**config.mk**
```make
export PLATFORM = sky130hd
export DESIGN_NAME = flash_burst_rd
export DESIGN_NICKNAME = d
export VERILOG_FILES = /design/src/rtl/flash_rd_pkg.sv /design/src/rtl/flash_rd_array.sv /design/src/rtl/flash_rd_cfg.sv /design/src/rtl/flash_rd_burst.sv /design/src/rtl/flash_rd_pwr.sv /design/src/rtl/flash_burst_rd.sv
export SDC_FILE = /design/constraint.sdc
export NUM_CORES = 1
export LEC_CHECK = 0
export ABC_AREA = 1
export BUFFER_PORTS_ARGS = -buffer_cell sky130_fd_sc_hd__clkbuf_2
export CAP_MARGIN = 20
export CORE_MARGIN = 2
export CORE_UTILIZATION = 44
export CTS_BUF_LIST = sky130_fd_sc_hd__clkbuf_4
export CTS_CLUSTER_SIZE = 28
export DETAILED_ROUTE_END_ITERATION = 8
export GPL_ROUTABILITY_DRIVEN = 0
export PLACE_DENSITY_LB_ADDON = 0.2
export SYNTH_ARGS = -nofsm -noshare
export SYNTH_HDL_FRONTEND = slang
export SYNTH_SLANG_ARGS = --single-unit
```
**constraint.sdc**
```tcl
create_clock -name clk -period 1.38 [get_ports clk]
set_input_delay 0.207 -clock clk [delete_from_list [all_inputs] [get_ports clk]]
set_output_delay 0.207 -clock clk [all_outputs]
set_load 0.005 [all_outputs]
```
**src/rtl/flash_rd_pkg.sv**
```systemverilog
package flash_rd_pkg;

    localparam int LAT_W = 3;

    typedef enum logic [1:0] {
        BL_FOUR  = 2'd0,
        BL_EIGHT = 2'd1,
        BL_LIN   = 2'd2,
        BL_LIN2  = 2'd3
    } blen_e;

    typedef struct packed {
        logic             burst;
        blen_e            blen;
        logic [LAT_W-1:0] lat;
    } rd_cfg_t;

    localparam rd_cfg_t CFG_RESET = '{burst: 1'b0, blen: BL_FOUR, lat: '0};

    function automatic logic [15:0] pattern_word(input logic [7:0] a);
        return {a ^ 8'h5A, ~a};
    endfunction

endpackage

```
**src/rtl/flash_rd_array.sv**
```systemverilog
module flash_rd_array
    import flash_rd_pkg::*;
#(
    parameter int ADDR_W = 6,
    parameter int DATA_W = 16
) (
    input  logic [ADDR_W-1:0] raddr_a,
    input  logic [ADDR_W-1:0] raddr_b,
    output logic [DATA_W-1:0] rdata_a,
    output logic [DATA_W-1:0] rdata_b
);
    localparam int DEPTH = 1 << ADDR_W;

    logic [DATA_W-1:0] mem [DEPTH];

    for (genvar i = 0; i < DEPTH; i++) begin : g_word
        assign mem[i] = DATA_W'(pattern_word(8'(i)));
    end

    assign rdata_a = mem[raddr_a];
    assign rdata_b = mem[raddr_b];
endmodule

```
**src/rtl/flash_rd_cfg.sv**
```systemverilog
module flash_rd_cfg
    import flash_rd_pkg::*;
#(
    parameter int DATA_W = 16
) (
    input  logic              clk,
    input  logic              rst,
    input  logic              wr_stb,
    input  logic [DATA_W-1:0] din,
    output rd_cfg_t           cfg
);
    logic cfg_unused;
    assign cfg_unused = ^din[DATA_W-1:2+LAT_W];

    always_ff @(posedge clk) begin
        if (rst) begin
            cfg <= CFG_RESET;
        end else if (wr_stb) begin
            cfg.burst <= 1'b1;
            cfg.blen  <= blen_e'(din[1:0]);
            cfg.lat   <= din[2+:LAT_W];
        end
    end
endmodule

```
**src/rtl/flash_rd_burst.sv**
```systemverilog
module flash_rd_burst
    import flash_rd_pkg::*;
#(
    parameter int ADDR_W = 6
) (
    input  logic              clk,
    input  logic              rst,
    input  rd_cfg_t           cfg,
    input  logic              start,
    input  logic              abort,
    input  logic [ADDR_W-1:0] start_addr,
    output logic [ADDR_W-1:0] cnt,
    output logic              wait_q,
    output logic              valid
);
    logic             active;
    logic [LAT_W-1:0] lat_left;
    logic [ADDR_W-1:0] grp_mask;
    logic [ADDR_W-1:0] cnt_next;

    always_comb begin
        case (cfg.blen)
            BL_FOUR:  grp_mask = ADDR_W'(3);
            BL_EIGHT: grp_mask = ADDR_W'(7);
            default:  grp_mask = '1;
        endcase
        cnt_next = (cnt & ~grp_mask) | ((cnt + ADDR_W'(1)) & grp_mask);
    end

    always_ff @(posedge clk) begin
        if (rst || abort) begin
            active   <= 1'b0;
            lat_left <= '0;
            if (rst) cnt <= '0;
        end else if (start) begin
            active   <= 1'b1;
            cnt      <= start_addr;
            lat_left <= cfg.lat;
        end else if (active) begin
            if (lat_left != '0) lat_left <= lat_left - LAT_W'(1);
            else                cnt      <= cnt_next;
        end
    end

    assign wait_q = active && (lat_left != '0);
    assign valid  = active && (lat_left == '0);
endmodule

```
**src/rtl/flash_rd_pwr.sv**
```systemverilog
module flash_rd_pwr (
    input  logic clk,
    input  logic rst,
    input  logic sel_n,
    input  logic rd_en_n,
    input  logic wr_n,
    input  logic addr_vld_n,
    output logic standby,
    output logic psave
);
    always_ff @(posedge clk) begin
        if (rst) begin
            standby <= 1'b0;
            psave   <= 1'b0;
        end else begin
            standby <= sel_n;
            psave   <= !sel_n && rd_en_n && wr_n && addr_vld_n;
        end
    end
endmodule

```
**src/rtl/flash_burst_rd.sv**
```systemverilog
module flash_burst_rd
    import flash_rd_pkg::*;
#(
    parameter int ADDR_W = 6,
    parameter int DATA_W = 16
) (
    input  logic              clk,
    input  logic              rst,
    input  logic              sel_n,
    input  logic              rd_en_n,
    input  logic              wr_n,
    input  logic              addr_vld_n,
    input  logic [ADDR_W-1:0] addr,
    input  logic [DATA_W-1:0] din,
    output logic [DATA_W-1:0] dq,
    output logic              dq_en,
    output logic              dq_wait,
    output logic              standby,
    output logic              psave
);
    rd_cfg_t           cfg;
    logic              burst_mode;
    logic              wr_stb;
    logic              start;
    logic              valid;
    logic [ADDR_W-1:0] cnt;
    logic [DATA_W-1:0] rdata_a;
    logic [DATA_W-1:0] rdata_b;
    logic [DATA_W-1:0] word;

    assign wr_stb     = !sel_n && !wr_n;
    assign burst_mode = cfg.burst;
    assign start      = !sel_n && !addr_vld_n && wr_n && burst_mode;

    flash_rd_cfg #(.DATA_W(DATA_W)) u_cfg (
        .clk(clk), .rst(rst), .wr_stb(wr_stb), .din(din), .cfg(cfg)
    );

    flash_rd_burst #(.ADDR_W(ADDR_W)) u_burst (
        .clk(clk), .rst(rst), .cfg(cfg), .start(start),
        .abort(sel_n || wr_stb), .start_addr(addr),
        .cnt(cnt), .wait_q(dq_wait), .valid(valid)
    );

    flash_rd_array #(.ADDR_W(ADDR_W), .DATA_W(DATA_W)) u_array (
        .raddr_a(addr), .raddr_b(cnt), .rdata_a(rdata_a), .rdata_b(rdata_b)
    );

    flash_rd_pwr u_pwr (
        .clk(clk), .rst(rst), .sel_n(sel_n), .rd_en_n(rd_en_n),
        .wr_n(wr_n), .addr_vld_n(addr_vld_n),
        .standby(standby), .psave(psave)
    );

    always_comb begin
        if (burst_mode) word = valid ? rdata_b : '0;
        else            word = rdata_a;
    end

    assign dq_en = !sel_n && !rd_en_n;
    assign dq    = dq_en ? word : '0;
endmodule

```
# Word-level counts from Yosys, hierarchy flattened
# Memories as Yosys holds them, arrays and structs flattened.
# Index checks and enable logic that the tools add are counted.
# op_classes
add_sub_neg	2
magnitude_cmp	2
n_eq_ne	3
n_mux	16
n_bitwise	6
n_reduce_logical	24
# ops
op	count
16-bit 2-to-1 mux	7
6-bit 2-to-1 mux	5
7-bit greater-or-equal comparator (second input constant)	2
6-bit inverter with 7-bit output	2
6-bit bitwise AND	2
6-bit one-hot mux with 2 select lines	1
1-bit logical AND	10
3-bit 2-to-1 mux	3
6-bit by 1-bit adder with 6-bit output (second input constant)	1
6-bit inverter	1
6-bit OR	1
3-bit nonzero test	2
1-bit logical NOT	4
2-bit nonzero test	2
3-bit logical NOT	1
3-bit by 2-bit inequality test with 1-bit output (second input constant)	1
3-bit AND reduction	1
3-bit by 1-bit subtractor with 3-bit output (second input constant)	1
2-bit by 1-bit equality test with 1-bit output (second input constant)	1
2-bit logical NOT	1
1-bit logical OR	2
2-bit inequality test (second input constant)	1
2-bit AND reduction	1
# word_totals
ff_bits	18
rom_bits	2048
inputBits	28
output_inout_bits	20
word_cells	63
n_memories	2
# mem_list
memory	depth	word_bits	rd	rd_clocked_by_memory_dff	write_ports	line	text
(name not given)	64	16	1	0	0	flash_rd_array.sv:20	assign rdata_a = mem[raddr_a];
(name not given)	64	16	1	0	0	flash_rd_array.sv:21	assign rdata_b = mem[raddr_b];

# Logic depth before layout (Yosys ltp)
# Gate-level depths: netlist of the first run.
# depth
depth_word	9
mapped_depth	9
depth_no_buf	9

# By module
# A second synthesis of the first run with hierarchy kept.
# unflattened
cells_unflattened	226
area_unflattened_um2	1591.5
# by_module_without_submodules
mod	n_inst	cells_each	area_per_inst_um2	seq_area_each_um2
flash_rd_burst	1	88	661.9	260.2
flash_burst_rd	1	61	406.6	0.0
flash_rd_cfg	1	35	249.0	120.1
flash_rd_array	1	34	202.7	0.0
flash_rd_pwr	1	8	71.3	40.0

# Worst setup path after synthesis of the first run
# OpenSTA, ideal clock, no wires.
# synth_path
kind	register -> register
startpoint	register u_burst.lat_left[0]
endpoint	register u_burst.cnt[0] (enable)
setup_time_ps	368
arrival_ps	1135
required_time_ps	1012
slack_ps	-123
path_stages_with_launch	7
path_buffers	0
synth_period_minus_slack_ps	1503
path_cell_list	dfxtp_1 inv_1 ha_1 nand2_1 nor2_1 inv_1 o211ai_1
# synth_via
elab_chain_len	3
# synth_lines
item	line	text
start: declaration	flash_rd_burst.sv:17	logic [LAT_W-1:0] lat_left;
start signal: assignment	flash_rd_burst.sv:38	lat_left <= cfg.lat;
start signal: assignment	flash_rd_burst.sv:40	if (lat_left != '0) lat_left <= lat_left - LAT_W'(1);
3-bit nonzero test	flash_rd_burst.sv:40	
3-bit by 2-bit inequality test with 1-bit output (no line)	n/a	
3-bit AND reduction (no line)	n/a	
end signal: assignment	flash_rd_burst.sv:37	cnt <= start_addr;
end signal: assignment	flash_rd_burst.sv:41	else cnt <= cnt_next;
end: declaration	flash_rd_burst.sv:12	output logic [ADDR_W-1:0] cnt,
# No other way between the ends.
# A chain may end at the register's enable or synchronous reset.

# Worst setup path in the final report of the first run
# layout_path
startpoint	register u_burst.lat_left[0]
endpoint	output port dq[13]
# layout_via
elab_chain_len	5
# layout_lines
item	line	text
3-bit logical NOT	flash_rd_burst.sv:46	assign valid = active && (lat_left == '0);
1-bit logical AND	flash_rd_burst.sv:46	
16-bit 2-to-1 mux (2 in series)	flash_burst_rd.sv:56	if (burst_mode) word = valid ? rdata_b : '0;
16-bit 2-to-1 mux	flash_burst_rd.sv:61	assign dq = dq_en ? word : '0;
end: declaration	flash_burst_rd.sv:15	output logic [DATA_W-1:0] dq,
# No other way between the ends.

==> results of run 1 <==
==> tightest hold or removal path, delay by kind of cell <==
kind,cells,cell delay (ns)
and+or+nand+nor,2,0.12
buffers and inverters,1,0.08
==> what timing repair did <==
item,CTS,global route
endpoints found under the hold margin,0,0
pin swaps,4,3
resized for setup,16,14
setup buffers,4,5
setup endpoints to repair,22,23
==> layout by cell type (no fill, tap or decap), types with 3 or more instances in the layout <==
cell type	Yosys	routed
clkbuf_2	0	31
edfxtp_1	6	6
nor2_1	26	18
inv_1	33	28
nand2_1	29	27
buf_6	2	3
nand3_1	11	11
dfxtp_1	12	10
inv_2	0	6
nor2_4	1	5
o21ai_0	15	14
a21oi_1	8	8
clkbuf_4	0	3
buf_4	6	15
nor2_2	0	4
nand2_4	1	3
buf_2	0	4
==> registers in the layout, indices dropped and copies added (netlist names) <==
signal	count
u_burst.active	1
u_pwr.psave	1
u_pwr.standby	1
u_burst.cnt	6
u_cfg.cfg	6
u_burst.lat_left	3
==> per-stage QoR <==
step           utilization [%]  setup slack [ns]  hold WS (ns)
2_1_floorplan                -           -0.0957         0.276
3_3_place_gp              55.9           -0.0113         0.430
3_5_place_dp              55.9           -0.0345         0.437
4_1_cts                   60.0            -0.254         0.127
5_1_grt                   63.0            -0.345         0.130
6_report                  63.0            -0.265         0.129
==> area by class of cell <==
| class | count | area (µm²) |
|---|---|---|
| Clock buffer | 3 | 22.5 |
| Clock inverter | 1 | 3.75 |
| Fill cell | 227 | 917 |
| Inverter | 34 | 133 |
| Multi-Input combinational cell | 107 | 619 |
| Sequential cell | 18 | 423 |
| Tap cell | 30 | 37.5 |
| Timing Repair Buffer | 53 | 322 |
==> metal layers <==
| layer | track usage, % | vias up | share of wire (%) |
|---|---|---|---|
| met3 | 2.58 | 4 | 6.4 |
| met1 | 24.8 | 531 | 46 |
| li1 | - | 614 | - |
| met4 | 5.23 | 0 | 1.0 |
| met5 | 0 | - | 0 |
| met2 | 31.8 | 45 | 46 |
==> cells by family (layout without fill, tap and decap cells) <==
kind of cell,Yosys count,in the layout,share of synthesized area (%)
AND/OR/NAND/NOR,72,72,27.8
buffers and inverters,42,91,17.4
AO/OA/AOI/OAI,30,30,14.1
flip-flops,18,18,36.4
adder cells (fa/ha/maj),3,3,3.25
other,1,1,0.325
XOR/XNOR,1,1,0.759
==> power by group <==
part | internal (mW) | leakage (nW) | switching, mW
registers | 0.571 | 0.161 | 0.0186
logic | 0.0899 | 0.688 | 0.124
clock network | 0.107 | 0.0181 | 0.168
==> worst max-delay path by stage <==
stage	startpoint	to	slack [ns]
6_report	u_burst.lat_left[0]$_SDFFE_PP0P_	dq[13]	-0.27
5_1_grt	u_burst.lat_left[0]$_SDFFE_PP0P_	dq[13]	-0.34
4_1_cts	u_burst.lat_left[0]$_SDFFE_PP0P_	dq[8]	-0.25
3_5_place_dp	u_burst.lat_left[1]$_SDFFE_PP0P_	u_burst.cnt[5]$_SDFFCE_PP0P_	-0.03
3_3_place_gp	u_burst.lat_left[1]$_SDFFE_PP0P_	u_burst.cnt[3]$_SDFFCE_PP0P_	-0.01
2_1_floorplan	u_burst.lat_left[1]$_SDFFE_PP0P_	u_burst.cnt[0]$_SDFFCE_PP0P_	-0.1
==> impl_metrics.csv, run 1 <==
group,metric,value,unit
floorplanning,num_io_pins,48,
power_and_ir_drop,p_total,1.08,mW
clocking,clock_path_buffers,2,
critical_path,critPathTopFamily,"flip-flops",
sta,finalMaxSlewViolations,0,
clocking,h-tree-depth,1,
critical_path,startpoint_type,"register",
sta,setup_slack,-0.265,ns
floorplanning,dieHeight,55.2,µm
critical_path,worst_path_max_delay_cell,"dfxtp_2",
sta,fmax,608,MHz
sta,fin_tns_setup,-4.56,ns
route,ant_nets,0,
critical_path,reg2reg_depth,8,
outcome,violations,"negative setup slack",
global_route,gr-total-overflow,0,
sta,hold_violations,0,
route,wire_per_inst,11.3,µm
clocking,cts_tree,"done",
min_path,hold_path_end,"u_cfg.cfg[4]$_SDFFE_PP0P_",
critical_path,crit_fanout,3,
critical_path,critPathMostFrequentCell,"inv_2",
placement,dp.cells,233,
route,wl,2.78,mm
global_route,grt_pass1_vias,1090,
floorplanning,core_area,2480,µm²
yosys,ys.flop_type,"dfxtp_1",
critical_path,regToRegSetupSlack,-0.16,ns
clocking,cts_sinks,18,
yosys,syn_area,1150,µm²
finish,stdcell_count,246,
min_path,hold_class,"in -> reg",
route,post-route-drc-count,0,
yosys,yosysMostFrequentCell,"inv_1",
critical_path,cpPeakStageDelay,0.34,ns
clocking,cts_hold_buffers,0,
yosys,synth_top_area_cell,"dfxtp_1",
power_and_ir_drop,ir_worst_vdd,0.446,mV
route,dr_total_vias,1194,
floorplanning,rows,18,
placement,placed_area,1390,µm²
run,cap_violations,0,
critical_path,worstSetupPathType,"reg -> out",
route,first_pass_iters,4,
yosys,yosysSeqAreaShare,36.4,%
yosys,synth.area.top_cells,"dfxtp_1 21%, edfxtp_1 16%, inv_1 11%, nand2_1 9.4%, nor2_1 8.5%",
clocking,clk_pin_slew_worst_paths,0.11,ns
sta,grt_setup_unrepaired,"yes",
floorplanning,fp.dieW,55.2,µm
sta,setup_viol,22,
critical_path,required,1.17,ns
critical_path,crit_arrival,1.44,ns
critical_path,endpoint_kind,"output pin",
yosys,yosysWarnings,0,
outcome,status,"finished with violations",
sta,fin_crit_sh,119,%
global_route,antenna_found_initial,0,
floorplanning,initial_utilization,46.6,%
min_path,min-delay-start,"din[1]",
route,routed_via_density,4.85,
sta,finalCriticalPeriod,1.65,ns
finish,insertedDiodeCount,0,
yosys,ys_seq_elements,18,
finish,fin_area,1560,µm²
clocking,clk_latency,0.29,ns
finish,syn2layout_area_growth,35.2,%
floorplanning,fp.dieArea,3050,µm²
global_route,grt_first_pass_wirelength,4.67,mm
yosys,synth_edf_count,6,
min_path,hold_path_depth,3,
global_route,grt_usage,18.7,%
yosys,synth_common_cells,"33 x inv_1, 29 x nand2_1, 26 x nor2_1",
finish,drive_gt1_share,38.0,%
finish,nNetsFinal,248,
clocking,root_buffer,"clkbuf_4",
yosys,synth_top_area_share,20.8,%
critical_path,rr_startpoint,"u_burst.lat_left[0]$_SDFFE_PP0P_",
critical_path,cp_num_buf_inv,3,
placement,hpwl,2.13,mm
yosys,async_flop_share,0,%
sta,skew,0.00473,ns
yosys,synth.avg_cell_area,6.91,µm²
critical_path,cp_cell_sequence,"inv_2, ha_4, nand2_4, nor2_4, inv_2, a211oi_1, buf_2",
route,drtIter0Drc,11,
yosys,syn-instance-count,167,
global_route,grt_max_degree,11,
yosys,synth_cell_type_count,23,
clocking,numCtsBuffers,3,
power_and_ir_drop,leakagePower,0.867,nW
placement,io_buffers,35,
power_and_ir_drop,power.density,691,nW/µm²
yosys,synth_fp_nets,198,
critical_path,cp.depth,7,
critical_path,r2r_end,"u_burst.cnt[2]$_SDFFCE_PP0P_",
Power figures use the tool's default switching activity.
==> run 2, diff against run 1 <==
--- a/config.mk
+++ b/config.mk
@@ -9,7 +9,7 @@
 export BUFFER_PORTS_ARGS = -buffer_cell sky130_fd_sc_hd__clkbuf_2
 export CAP_MARGIN = 20
 export CORE_MARGIN = 2
-export CORE_UTILIZATION = 44
+export CORE_UTILIZATION = 40
 export CTS_BUF_LIST = sky130_fd_sc_hd__clkbuf_4
 export CTS_CLUSTER_SIZE = 28
 export DETAILED_ROUTE_END_ITERATION = 8
==> run 2 against run 1 <==
Effect of this change:
- register-to-register slack better by 0.04 ns
- sequential power barely moved
- sequential share of layout area grew 2.2 points
- final cell count shrank 3.7%
- critical path depth unchanged
- clock skew grew 0.0064 ns
- the run still ends with negative setup slack left
- wire length shrank 9.0%
- largest cell class unchanged
- flip-flop and latch count did not move
- via count decreased by 5.2%
- die area is 9.3% higher
==> impl_metrics.csv, run 2 (synthesis results as in run 1) <==
group,metric,value,unit
outcome,status,"finished with violations",
outcome,violations,"negative setup slack",
floorplanning,fp.dieW,57.7,µm
finish,syn2layout_area_growth,25.6,%
sta,skew,0.0111,ns
finish,fin_area,1450,µm²
sta,finalMaxSlewViolations,0,
global_route,grt_pass1_vias,1006,
finish,final_common_cell,"clkbuf_2",
critical_path,worstSetupPathType,"reg -> out",
route,dr_total_vias,1132,
route,post-route-drc-count,0,
finish,nNetsFinal,238,
sta,hold_ws,0.116,ns
global_route,grt_first_pass_wirelength,4.30,mm
sta,fin_tns_setup,-3.63,ns
sta,fmax,628,MHz
power_and_ir_drop,ir_worst_vdd,0.460,mV
critical_path,required,1.17,ns
floorplanning,num_io_pins,48,
critical_path,crit_fanout,8,
floorplanning,initial_utilization,41.8,%
placement,pre_cts_slack,-0.131,ns
critical_path,startpoint,"u_burst.lat_left[1]$_SDFFE_PP0P_",
finish,final_cell_mix,"33 x clkbuf_2, 29 x inv_1, 28 x nand2_1",
min_path,hold_class,"in -> reg",
clocking,clock_path_buffers,2,
global_route,grt_max_degree,11,
critical_path,rr_startpoint,"u_burst.lat_left[1]$_SDFFE_PP0P_",
clocking,h-tree-depth,1,
finish,utilization,52.5,%
global_route,grt_usage,16.6,%
floorplanning,core_area,2760,µm²
placement,hpwl,2.03,mm
sta,setup_viol,22,
clocking,cts_sinks,18,
floorplanning,fp.dieArea,3330,µm²
critical_path,reg2reg_depth,8,
critical_path,regToRegSetupSlack,-0.12,ns
critical_path,startpoint_type,"register",
critical_path,r2r_end,"u_burst.cnt[3]$_SDFFCE_PP0P_",
clocking,clk_pin_slew_worst_paths,0.11,ns
power_and_ir_drop,power.density,749,nW/µm²
critical_path,crit_arrival,1.39,ns
sta,finalCriticalPeriod,1.59,ns
route,wire_per_inst,10.7,µm
clocking,clk_latency,0.30,ns
clocking,numCtsBuffers,3,
finish,insertedDiodeCount,0,
route,ant_nets,0,
clocking,cts_hold_buffers,0,
sta,setup_slack,-0.212,ns
run,cap_violations,0,
critical_path,worst_setup_path_endpoint,"dq[1]",
global_route,gr-total-overflow,0,
route,routed_via_density,4.78,
power_and_ir_drop,leakagePower,0.801,nW
sta,hold_violations,0,
finish,drive_gt1_share,31.6,%
global_route,antenna_found_initial,0,
clocking,root_buffer,"clkbuf_4",
route,wl,2.53,mm
placement,io_buffers,35,
route,first_pass_iters,4,
route,drtIter0Drc,34,
sta,grt_setup_unrepaired,"yes",
finish,largest_registers,"u_burst.cnt: 6 flops, u_cfg.cfg: 6 flops, u_burst.lat_left: 3 flops",
floorplanning,rows,19,
sta,fin_crit_sh,115,%
floorplanning,dieHeight,57.7,µm
placement,placed_area,1370,µm²
clocking,cts_tree,"done",
critical_path,endpoint_kind,"output pin",
[run 2: changes by cell type in the layout (fill, tap and decap cells not counted), sizes merged]
cell,change
clkbuf,+3
inv,-1
buf,-12
[run 2: cell type report]
cell class	count	area (µm²)
Clock buffer	4	30.0
Fill cell	286	1310
Inverter	34	133
Timing Repair Buffer	43	239
Multi-Input combinational cell	107	584
Sequential cell	18	424
Tap cell	31	38.8
[run 2: per-stage QoR]
stage / power (mW) / cells
2_1_floorplan: 0.716 / 167
3_3_place_gp: 0.782 / 232
4_1_cts: 1.10 / 237
5_1_grt: 1.15 / 237
3_5_place_dp: 0.784 / 232
6_report: 1.09 / 237
[run 2: power breakdown]
group          internal (mW)  switching, mW  leakage [nW]
Clock                  0.132          0.173        0.0184
Combinational         0.0789          0.112         0.621
Sequential             0.572         0.0185         0.162
[run 2: routing by layer]
| metal | vias up | GRT usage (%) | wire length (µm) |
|---|---|---|---|
| met5 | - | 0 | 0 |
| met4 | 0 | 5.98 | 33 |
| met3 | 4 | 2.90 | 172 |
| met2 | 45 | 26.9 | 1130 |
| met1 | 484 | 22.3 | 1200 |
| li1 | 599 | - | - |
[run 2: worst min path at each step]
stage / start / end / slack, ns / cells after the start
after floorplan: rst / u_cfg.cfg[5]$_SDFFE_PP0P_ / 0.28 / 1
after global placement: din[4] / u_cfg.cfg[2]$_SDFFE_PP0P_ / 0.43 / 3
after detailed placement: din[1] / u_cfg.cfg[4]$_SDFFE_PP0P_ / 0.44 / 3
after CTS: din[1] / u_cfg.cfg[4]$_SDFFE_PP0P_ / 0.11 / 3
after global routing: din[4] / u_cfg.cfg[2]$_SDFFE_PP0P_ / 0.12 / 3
final: din[1] / u_cfg.cfg[4]$_SDFFE_PP0P_ / 0.12 / 3
[run 2: timing repair]
item / in CTS / in global routing
gates resized for setup: 11 / 4
pin swaps: 2 / 4
setup buffers: 1 / 0
endpoints found under the setup margin: 22 / 22
[run 2: worst max-delay path, stage by stage, from the launching register on]
cell and delay [ns]:
dfxtp_2 0.34, inv_2 0.07, ha_4 0.14, nand2_4 0.05, nor2_4 0.12, o21ai_4 0.10
nor2_1 0.15, clkbuf_2 0.14
==> run 3, diff against run 2 <==
--- a/config.mk
+++ b/config.mk
@@ -18,3 +18,4 @@
 export SYNTH_ARGS = -nofsm -noshare
 export SYNTH_HDL_FRONTEND = slang
 export SYNTH_SLANG_ARGS = --single-unit
+export TNS_END_PERCENT = 1
==> run 3 against run 2 <==
Effect of this change:
- the run still ends with negative setup slack left
- final cell count stayed put
- highest routed layer unchanged
- flip-flop and latch count did not move
- total power hardly changed
- first-iteration DRC count is 24% lower
- core utilization is the same
- largest cell class unchanged
- non-clock buffer count did not move
- critical path depth unchanged
- fmax is essentially flat
- critical path type unchanged
==> impl_metrics.csv, run 3 (synthesis results as in run 1) <==
group,metric,value,unit
power_and_ir_drop,clock_power_share,28.1,%
power_and_ir_drop,ir_worst_vdd,0.459,mV
critical_path,cp_cell_sequence,"inv_2, ha_4, nand2_4, nor2_4, o21ai_4, nor2_1, clkbuf_2",
global_route,grt_first_pass_wirelength,4.30,mm
placement,hpwl,2.03,mm
critical_path,cp_num_buf_inv,2,
sta,grt_setup_unrepaired,"yes",
global_route,antenna_found_initial,0,
critical_path,worstSetupPathType,"reg -> out",
clocking,cts_tree,"done",
sta,setup_viol,22,
finish,insertedDiodeCount,0,
finish,final_common_cell,"clkbuf_2",
finish,stdcell_count,237,
finish,nNetsFinal,238,
sta,skew,0.0110,ns
floorplanning,fp.dieW,57.7,µm
placement,dp.cells,232,
power_and_ir_drop,p_total,1.09,mW
critical_path,critPathTopFamily,"flip-flops",
global_route,grt_usage,16.6,%
placement,io_buffers,35,
global_route,grt_max_degree,11,
outcome,violations,"negative setup slack",
finish,largest_registers,"u_burst.cnt: 6 flops, u_cfg.cfg: 6 flops, u_burst.lat_left: 3 flops",
power_and_ir_drop,power.density,749,nW/µm²
sta,fmax,628,MHz
floorplanning,fp.dieArea,3330,µm²
route,drtIter0Drc,26,
sta,setup_slack,-0.212,ns
global_route,gr-total-overflow,0,
floorplanning,num_io_pins,48,
power_and_ir_drop,p_int,0.783,mW
clocking,h-tree-depth,1,
power_and_ir_drop,swShare,27.9,%
route,wl,2.53,mm
clocking,cts_sinks,18,
power_and_ir_drop,combPwrFrac,17.6,%
power_and_ir_drop,leakagePower,0.803,nW
clocking,clk_latency,0.30,ns
finish,syn2layout_area_growth,25.6,%
sta,finalCriticalPeriod,1.59,ns
route,ant_nets,0,
finish,multi_input_area,584,µm²
route,wire_per_inst,10.7,µm
sta,finalMaxSlewViolations,0,
sta,hold_ws,0.116,ns
critical_path,worst_path_max_delay_cell,"dfxtp_2",
floorplanning,initial_utilization,41.8,%
run,cap_violations,0,
clocking,clock_path_buffers,2,
critical_path,required,1.17,ns
route,first_pass_iters,4,
clocking,clk_pin_slew_worst_paths,0.11,ns
floorplanning,dieHeight,57.7,µm
critical_path,startpoint_type,"register",
finish,fill_cells,286,
finish,drive_gt1_share,31.6,%
placement,pre_cts_slack,-0.131,ns
critical_path,crit_arrival,1.39,ns
clocking,numCtsBuffers,3,
critical_path,crit_fanout,8,
critical_path,cpPeakStageDelay,0.34,ns
power_and_ir_drop,seq_power_share,54.4,%
sta,fin_crit_sh,115,%
critical_path,endpoint_kind,"output pin",
route,routed_via_density,4.79,
route,dr_total_vias,1135,
outcome,status,"finished with violations",
floorplanning,rows,19,
sta,hold_violations,0,
finish,ff_latch_area,424,µm²
global_route,grt_pass1_vias,1008,
min_path,hold_class,"in -> reg",
floorplanning,core_area,2760,µm²
power_and_ir_drop,switching_power,0.303,mW
clocking,cts_hold_buffers,0,
finish,final_cell_mix,"33 x clkbuf_2, 29 x inv_1, 28 x nand2_1",
route,post-route-drc-count,0,
clocking,root_buffer,"clkbuf_4",
==> run 3: cell counts in the layout (fill, tap and decap cells not counted) <==
No cell type changed its count.
==> run 3: worst reg2reg max path: stages (launching register included) <==
cell      delay (ns)
dfxtp_2         0.34
inv_2           0.07
ha_4            0.14
nand2_4         0.05
nor2_4          0.12
inv_2           0.07
buf_6           0.11
o211ai_1        0.15
buf_4           0.18
==> run 3: final cells by class <==
class	count	share of cell area (%)
Clock buffer	4	2.07
Inverter	34	9.15
Multi-Input combinational cell	107	40.3
Sequential cell	18	29.3
Tap cell	31	2.68
Timing Repair Buffer	43	16.5
==> run 3: stage by stage <==
stage / TNS (ns) / utilization, % / cell area, µm²
floorplan: -0.829 / - / 1170
global placement: -1.00 / 49.7 / 1370
CTS: -4.01 / 52.3 / 1440
global route: -5.74 / 52.5 / 1450
detailed placement: -1.62 / 49.7 / 1370
finish: -3.50 / 52.5 / 1450
==> run 3: power by group through the flow <==
stage	logic [mW]	clock network, mW	registers (mW)
2_1_floorplan	0.120	0	0.595
3_3_place_gp	0.180	0	0.601
3_5_place_dp	0.182	0	0.602
4_1_cts	0.191	0.322	0.590
5_1_grt	0.220	0.334	0.594
6_report	0.191	0.305	0.590
==> run 3: metal layers <==
layer	track usage, %	vias up	part of all wire (%)
met5	0	-	0
met4	5.98	0	1.3
met3	2.90	4	7.3
met2	26.9	47	45
met1	22.3	485	47
li1	-	599	-
==> run 3: path summary, 6_finish.rpt <==
check | from | end | slack (ns) | depth (start not counted)
min | din[1] | u_cfg.cfg[4]$_SDFFE_PP0P_ | 0.12 | 3
max | u_burst.lat_left[1]$_SDFFE_PP0P_ | dq[1] | -0.21 | 7
max reg2reg | u_burst.lat_left[1]$_SDFFE_PP0P_ | u_burst.cnt[3]$_SDFFCE_PP0P_ | -0.11 | 8
min reg2reg | u_cfg.cfg[3]$_SDFFE_PP0P_ | u_cfg.cfg[3]$_SDFFE_PP0P_ | 0.53 | 2
==> run 3: timing repair <==
action | 4_1_cts | 5_1_grt
buffers inserted | 1 | 0
pin swaps | 2 | 0
resized for setup | 11 | 4
setup endpoints to repair | 22 | 22
